==> src/rtl/thermo_pkg.sv <==
`timescale 1ns/1ps
// Package: shared types for the thermometer strength shifter.
// Assumes: one move decision per clock edge.
package thermo_pkg;

    // Decoded move command applied to the strength word.
    typedef enum logic [1:0] {
        MOVE_HOLD = 2'd0,
        MOVE_GROW = 2'd1,
        MOVE_SHRINK = 2'd2
    } move_e;

endpackage

==> src/rtl/thermo_req_decode.sv <==
`timescale 1ns/1ps
// Module: thermo_req_decode
// Turns the raw request lines and the transmit-mode gate into one move
// command. Assumes the requests are already synchronous to clk.
module thermo_req_decode
    import thermo_pkg::*;
(
    input  logic  up_req,
    input  logic  dn_req,
    input  logic  tx_mode_n,
    output move_e move
);

    logic pair_valid;
    logic cal_active;

    // Purpose: qualify the request by complementarity and calibration gate.
    always_comb begin
        pair_valid = up_req ^ dn_req;
        cal_active = tx_mode_n;
        if (cal_active && pair_valid) begin
            move = up_req ? MOVE_GROW : MOVE_SHRINK;
        end else begin
            move = MOVE_HOLD;
        end
    end

endmodule

==> src/rtl/thermo_shift_reg.sv <==
`timescale 1ns/1ps
// Module: thermo_shift_reg
// Bidirectional shift register with a constant one fed in at bit 0 on a
// grow and a constant zero fed in at the top bit on a shrink. Holds its
// value in static flip-flops whenever the command is HOLD.
// Assumes WIDTH >= 2.
module thermo_shift_reg
    import thermo_pkg::*;
#(
    parameter int WIDTH = 8
) (
    input  logic             clk,
    input  logic             rst_n,
    input  move_e            move,
    output logic [WIDTH-1:0] word_q,
    output logic [WIDTH-1:0] word_d
);

    localparam int TOP = WIDTH - 1;
    localparam logic [WIDTH-1:0] LSB_ONE = {{(WIDTH-1){1'b0}}, 1'b1};

    // Per-bit next-value multiplexer; end bits take fixed fill values.
    for (genvar gi = 0; gi < WIDTH; gi++) begin : g_bit
        logic from_below;
        logic from_above;
        if (gi == 0) begin : g_low_end
            assign from_below = 1'b1;
        end else begin : g_low_mid
            assign from_below = word_q[gi-1];
        end
        if (gi == TOP) begin : g_high_end
            assign from_above = 1'b0;
        end else begin : g_high_mid
            assign from_above = word_q[gi+1];
        end

        // Purpose: select the next value of this bit from the move command.
        always_comb begin
            unique case (move)
                MOVE_GROW:   word_d[gi] = from_below;
                MOVE_SHRINK: word_d[gi] = from_above;
                default:     word_d[gi] = word_q[gi];
            endcase
        end
    end

    // Purpose: store the strength word; synchronous clear on reset.
    always_ff @(posedge clk) begin
        if (!rst_n) begin
            word_q <= '0;
        end else begin
            word_q <= word_d;
        end
    end

    AST_RESET_CLEAR: assert property (@(posedge clk)
        !rst_n |=> word_q == '0);
    AST_GROW_STEP: assert property (@(posedge clk) disable iff (!rst_n)
        move == MOVE_GROW |=> word_q == (($past(word_q) << 1) | LSB_ONE));
    AST_SHRINK_STEP: assert property (@(posedge clk) disable iff (!rst_n)
        move == MOVE_SHRINK |=> word_q == ($past(word_q) >> 1));
    AST_HOLD_STABLE: assert property (@(posedge clk) disable iff (!rst_n)
        move == MOVE_HOLD |=> $stable(word_q));
    AST_THERMO_FORM: assert property (@(posedge clk) disable iff (!rst_n)
        (word_q & (word_q + LSB_ONE)) == '0);

endmodule

==> src/rtl/thermo_limit_flag.sv <==
`timescale 1ns/1ps
// Module: thermo_limit_flag
// Registers a flag that says whether the word loaded at this edge sits at
// either end of the range, so the flag lines up with the word register.
// Assumes the incoming next word is a thermometer code.
module thermo_limit_flag #(
    parameter int WIDTH = 8
) (
    input  logic             clk,
    input  logic             rst_n,
    input  logic [WIDTH-1:0] word_d,
    output logic             limit_q
);

    logic limit_d;

    // Purpose: detect the empty and full codes on the next word.
    always_comb begin
        limit_d = (word_d == '0) || (&word_d);
    end

    // Purpose: register the flag; reset state is the empty code, a limit.
    always_ff @(posedge clk) begin
        if (!rst_n) begin
            limit_q <= 1'b1;
        end else begin
            limit_q <= limit_d;
        end
    end

endmodule

==> src/rtl/thermo_strength_shifter.sv <==
`timescale 1ns/1ps
// Module: thermo_strength_shifter (top)
// Driver-strength register for output impedance calibration. Moves a
// thermometer code up or down by one step per accepted request while
// calibration runs, and freezes it while transmit mode is active.
// Assumes all inputs are synchronous to clk; WIDTH >= 2.
module thermo_strength_shifter
    import thermo_pkg::*;
#(
    parameter int WIDTH = 8
) (
    input  logic             clk,
    input  logic             rst_n,
    input  logic             up_req,
    input  logic             dn_req,
    input  logic             tx_mode_n,
    output logic [WIDTH-1:0] strength,
    output logic             at_limit
);

    move_e            move;
    logic [WIDTH-1:0] word_d;

    thermo_req_decode u_decode (
        .up_req    (up_req),
        .dn_req    (dn_req),
        .tx_mode_n (tx_mode_n),
        .move      (move)
    );

    thermo_shift_reg #(.WIDTH(WIDTH)) u_shift (
        .clk    (clk),
        .rst_n  (rst_n),
        .move   (move),
        .word_q (strength),
        .word_d (word_d)
    );

    thermo_limit_flag #(.WIDTH(WIDTH)) u_limit (
        .clk     (clk),
        .rst_n   (rst_n),
        .word_d  (word_d),
        .limit_q (at_limit)
    );

    AST_INVALID_PAIR: assert property (@(posedge clk) disable iff (!rst_n)
        (up_req == dn_req) |=> $stable(strength));
    AST_TX_FREEZE: assert property (@(posedge clk) disable iff (!rst_n)
        !tx_mode_n |=> $stable(strength));
    AST_SATURATE_FULL: assert property (@(posedge clk) disable iff (!rst_n)
        (&strength && up_req) |=> &strength);
    AST_SATURATE_EMPTY: assert property (@(posedge clk) disable iff (!rst_n)
        (strength == '0 && dn_req) |=> strength == '0);
    AST_LIMIT_MATCH: assert property (@(posedge clk) disable iff (!rst_n)
        at_limit == ((strength == '0) || (&strength)));

endmodule

==> config.mk <==
export PLATFORM = sky130hd
export DESIGN_NAME = thermo_strength_shifter
export DESIGN_NICKNAME = d
export VERILOG_FILES = /design/src/rtl/thermo_pkg.sv /design/src/rtl/thermo_req_decode.sv /design/src/rtl/thermo_shift_reg.sv /design/src/rtl/thermo_limit_flag.sv /design/src/rtl/thermo_strength_shifter.sv
export SDC_FILE = /design/constraint.sdc
export NUM_CORES = 1
export LEC_CHECK = 0
export BUFFER_PORTS_ARGS = -buffer_cell sky130_fd_sc_hd__buf_2
export CORE_AREA = 2 2 39 41
export CTS_BUF_LIST = sky130_fd_sc_hd__clkbuf_8
export DETAILED_ROUTE_END_ITERATION = 16
export DIE_AREA = 0 0 41 43
export PLACE_DENSITY_LB_ADDON = 0.08
export SYNTH_ARGS = -nofsm -noshare
export SYNTH_HDL_FRONTEND = slang
export SYNTH_SLANG_ARGS = --single-unit
==> constraint.sdc <==
create_clock -name clk -period 1.9 [get_ports clk]
set_clock_uncertainty 0.1 [all_clocks]
set_input_delay 0 -clock clk [delete_from_list [all_inputs] [get_ports clk]]
set_output_delay 0 -clock clk [all_outputs]
set_load 0.02 [all_outputs]
Word level (Yosys, flattened, before mapping). Cells that the tools add are included.

Output and inout port bits: 9. Bits in registers: 9. Word-level logic and storage cells: 19. Input bits: 5.

Eq/ne operators: 2. Bitwise gates (word level): 1. Multiplexer cells: 10. Reduce and logical (&&, ||, !) cells: 4.

Operator list (count): 1-bit case mux with 2 select lines (8); 8-bit logical NOT (1); 8-bit AND reduction (1); 2-bit two-way mux (2); 2-bit by 1-bit equality test with 1-bit output, second input constant (1); 2-bit equality test, second input constant (1); 1-bit logical AND (1); 1-bit logical OR (1); 1-bit XOR (1).

Longest topological paths before layout.
Depth after elaboration: 7. Mapped depth: 6. Gate-level depth less buffers: 5.

Cells and area by module. From an unflattened synthesis, not the netlist that was laid out.

Cells, all modules: 57. Area, all modules: 560.5 µm².

By module, submodules not included: thermo_shift_reg (area an instance 481.7 µm², cells an instance 48, times used 1, seq. area each 160.2 µm²); thermo_limit_flag (area an instance 61.3 µm², cells an instance 7, times used 1, seq. area each 20.0 µm²); thermo_req_decode (area an instance 17.5 µm², cells an instance 2, times used 1, seq. area each 0.0 µm²).

Least setup slack after synthesis. OpenSTA, ideal clock, no wires.

Kind: register to register. From: reg u_shift.word_q[6]. To: reg u_limit.limit_q. Period minus slack after synthesis: 1.561 ns. Library setup time: 0.059 ns. Buffers on the path: 0. Setup slack: 0.339 ns. Arrival time: 1.402 ns. Required time: 1.741 ns. Stages on the path, launching flop included: 6. Cells stage by stage: dfxtp_1 and4b_2 a211oi_2 nand4_1 o41ai_2 a31o_1.

Word-level cells in the longest chain between the ends: 3. Elaborated cells on any way between the ends: 6. Those cells by class: mux: 3; reduce/logical: 3.

RTL lines: start: declaration (line thermo_shift_reg.sv:15) `output logic [WIDTH-1:0] word_q,`; start signal: assignment (line thermo_shift_reg.sv:52) `word_q <= word_d;`; 1-bit case mux with 2 select lines (line thermo_shift_reg.sv:39) `unique case (move)`; 8-bit logical NOT or 8-bit AND reduction (tied branches) (line thermo_limit_flag.sv:19) `limit_d = (word_d == '0) || (&word_d);`; 1-bit logical OR * (line thermo_limit_flag.sv:19); end signal: assignment (line thermo_limit_flag.sv:27) `limit_q <= limit_d;`; end: declaration (line thermo_limit_flag.sv:12) `output logic limit_q`.

Every way passes the cells marked *; elsewhere a longest branch is shown, timed or not. A chain may end at the register's enable or synchronous reset.

Worst setup path in the final report. Same ends and word-level chain as after synthesis.

==> impl_metrics.toml <==
[run_status]
run_status = "finished, final reports clean"

[sta]
fin_crit_period_ns = 1.566
post-route-period-util_pct = 82.42
clock.fmax_mhz = 638.6
hold_ws_ns = 0.1695
timing_worst_slew_pin_value_ns = 0.3088
report.final.hold_viol_count = 0
timing.slew.headroom_pct = 79.20
rsz0062_at_grt = "false"
drv_slew = 0
setup_viol = 0
setup_tns_ns = 0

[pwr]
power.clock.fraction_pct = 44.6
power_per_cell_area_nw_per_um2 = 699.1
p_int_w = 0.0003690
p_sw_share_pct = 26.24
ir_drop_v = 0.0003569
static-leakage-power_nw = 0.3485
combPwrFrac_pct = 15.3
p_sw_w = 0.0001313
seq_power_share_pct = 40.1

[layout]
mostFrequentLayoutCells = "13 x sky130_fd_sc_hd__buf_2, 10 x sky130_fd_sc_hd__and3b_1, 10 x sky130_fd_sc_hd__o21ai_0"
drive_above_1_share_pct = 28.92
mostFrequentLayoutCell = "sky130_fd_sc_hd__buf_2"
layout-area-overhead-vs-synth_pct = 22.75
fin_util_pct = 51.72
layout.cell_area.non_filler_sq_um = 715.7
nNetsFinal = 89
n_antenna_cell = 0
finish.cell_count_without_fillers = 99

[placed_design]
portBuffers = 13
gp_congestion = 0.7754
dpl_cell_area_sq_um = 660.6
dp.final_hpwl_um = 976
dp.cells = 94

[worst_setup_path]
crit_start = "u_shift.word_q[6]$_SDFF_PN0_"
reg2regPathDepth = 5
timing.critical_path.required_ns = 1.98
worstSetupEndpointType = "flop"
critPathKind = "flop to flop"
worst_path_maximum_fanout = 4
cp_data_arrival_time_ns = 1.65
worst_r2r_endpoint = "u_limit.limit_q$_SDFF_PN1_"
worst-r2r-setup-slack_ns = 0.33
crit-reg2reg-launch = "u_shift.word_q[6]$_SDFF_PN0_"
setup.worst_path.start_class = "flop"

[synth]
synthesis.instances = 65
postSynthRegisterBits = 9
yosys.cell_types.count = 25
postSynthNetCount = 70
sequential_element_share_of_the_synthesized_area_pct = 30.90
synth_area_per_cell_sq_um = 8.970
synthesis.yosys.warnings = 0
mappedNetlistArea_sq_um = 583.1

[detailed_routing]
drt_pre_antenna_iters = 4
drt-wirelength-per-cell_um = 14.16
antenna_left = 0
drcViolationCount = 0
dr_total_vias = 569
number_of_drc_markers_in_iteration_0 = 13
vias_per_cell = 5.747
route.final.wire_length_mm = 1.402

[clock_tree]
ctsHtreeMaxLevel = 1
clk_sinks = 9
cts_tree = "yes"
clock_path_buffers = 2
clk_root_buffer_cell = "sky130_fd_sc_hd__clkbuf_8"
path_clk_slew_ns = 0.05
numCtsBuffers = 3
clock_latency_of_the_later_clocked_register_in_the_worst_skew_pair_ns = 0.24
post-cts-setup-buffers = 0

[grt]
grt_pass1_vias = 504
globalRouteTotalUtil_pct = 18.38
antenna_found_initial = 0
overflow = 0
maximum_number_of_pins_on_one_net_before_global_route_repair = 19
wire_length_of_the_first_global_routing_pass_mm = 2.145

[die]
die_x_um = 41
initial_utilization_pct = 42.13
num_rows = 14
floorplan.io_pins = 14
dieHeight_um = 43
floorplan.die_area_sq_um = 1763
coreArea_sq_um = 1384

[run]
cap_violations = 0

[min_path]
hold_start = "tx_mode_n"
min_to = "u_shift.word_q[6]$_SDFF_PN0_"
hold_depth = 3
timing.hold.worst.class = "input pin to flop"
## power groups by stage
stage               clock network [W]  logic (W)  registers (W)
global route                 0.000237  0.0000822       0.000201
finish                       0.000223  0.0000767       0.000200
CTS                          0.000221  0.0000773       0.000200
detailed placement                  0  0.0000752       0.000204
global placement                    0  0.0000751       0.000204
floorplan                           0  0.0000453       0.000212
## final cells by class
class	instances	area, sq um
flip-flops and latches	9	180.2
multi-input cells	53	376.6
clock inverters	1	3.754
repair buffers	16	90.09
well taps	16	20.02
fillers	133	668.1
clock buffers	3	41.29
inverters	1	3.754
## kinds of logic after synthesis
family          share of synthesized area [%]
simple gates                            38.20
compound gates                          26.40
buf+inv                                 4.506
flops                                   30.90
## cells in the mapped netlist
cell type                   count  share of area [%]
sky130_fd_sc_hd__and3b_1       10                 15
sky130_fd_sc_hd__o21ai_0       10                8.6
sky130_fd_sc_hd__dfxtp_1        9                 31
sky130_fd_sc_hd__nor2_1         7                4.5
sky130_fd_sc_hd__and2_1         5                5.4
sky130_fd_sc_hd__nand4_1        3                3.2
sky130_fd_sc_hd__buf_6          2                3.9
sky130_fd_sc_hd__nand2b_1       2                2.1
sky130_fd_sc_hd__a211oi_1       1                1.3
sky130_fd_sc_hd__a211oi_2       1                2.1
sky130_fd_sc_hd__a21bo_4        1                2.8
sky130_fd_sc_hd__a21oi_1        1               0.86
sky130_fd_sc_hd__a2bb2oi_1      1                1.5
sky130_fd_sc_hd__a31o_1         1                1.5
sky130_fd_sc_hd__and4b_2        1                1.9
sky130_fd_sc_hd__inv_1          1               0.64
sky130_fd_sc_hd__nand3b_1       1                1.3
sky130_fd_sc_hd__nor2_2         1                1.1
sky130_fd_sc_hd__nor3b_1        1                1.3
sky130_fd_sc_hd__nor4_1         1                1.1
sky130_fd_sc_hd__o21a_1         1                1.3
sky130_fd_sc_hd__o221ai_2       1                2.6
sky130_fd_sc_hd__o22ai_1        1                1.1
sky130_fd_sc_hd__o41ai_2        1                2.8
sky130_fd_sc_hd__or2b_1         1                1.3
## critical path: stages, from the launching register on
cell and delay [ns]:
sky130_fd_sc_hd__dfxtp_1 0.32, sky130_fd_sc_hd__and4b_2 0.22, sky130_fd_sc_hd__a211oi_2 0.26, sky130_fd_sc_hd__nand4_1 0.15, sky130_fd_sc_hd__o41ai_2 0.32, sky130_fd_sc_hd__a31o_1 0.13
## registers in the layout, summed over array words and instances (netlist names)
signal           count
u_limit.limit_q      1
u_shift.word_q       8
## routing by layer
layer  vias up  track usage, %  part of all wire [%]
met1       269           24.92                    50
met2        13           25.62                    44
met5         -               0                     0
met3         4           3.141                   4.4
met4         0           12.00                   2.3
li1        283               -                     -
## worst max-delay path by stage
stage	slack, ns	end
2_1_floorplan	0.34	u_limit.limit_q$_SDFF_PN1_
3_3_place_gp	0.38	u_limit.limit_q$_SDFF_PN1_
3_5_place_dp	0.35	u_limit.limit_q$_SDFF_PN1_
4_1_cts	0.33	u_limit.limit_q$_SDFF_PN1_
5_1_grt	0.28	u_limit.limit_q$_SDFF_PN1_
6_report	0.33	u_limit.limit_q$_SDFF_PN1_
## what timing repair did
action	4_1_cts	5_1_grt
hold buffers	1	0
hold endpoints to repair	2	0
endpoints found under the setup margin	0	0
resized for setup	0	0
## per-stage QoR
stage / setup WS, ns / total power, W
floorplan: 0.3389 / 0.0002574
global placement: 0.3845 / 0.0002791
detailed placement: 0.3488 / 0.0002789
CTS: 0.3327 / 0.0004988
global route: 0.2806 / 0.0005209
finish: 0.3341 / 0.0005003
Note: power is estimated with default switching activity, not from simulation.
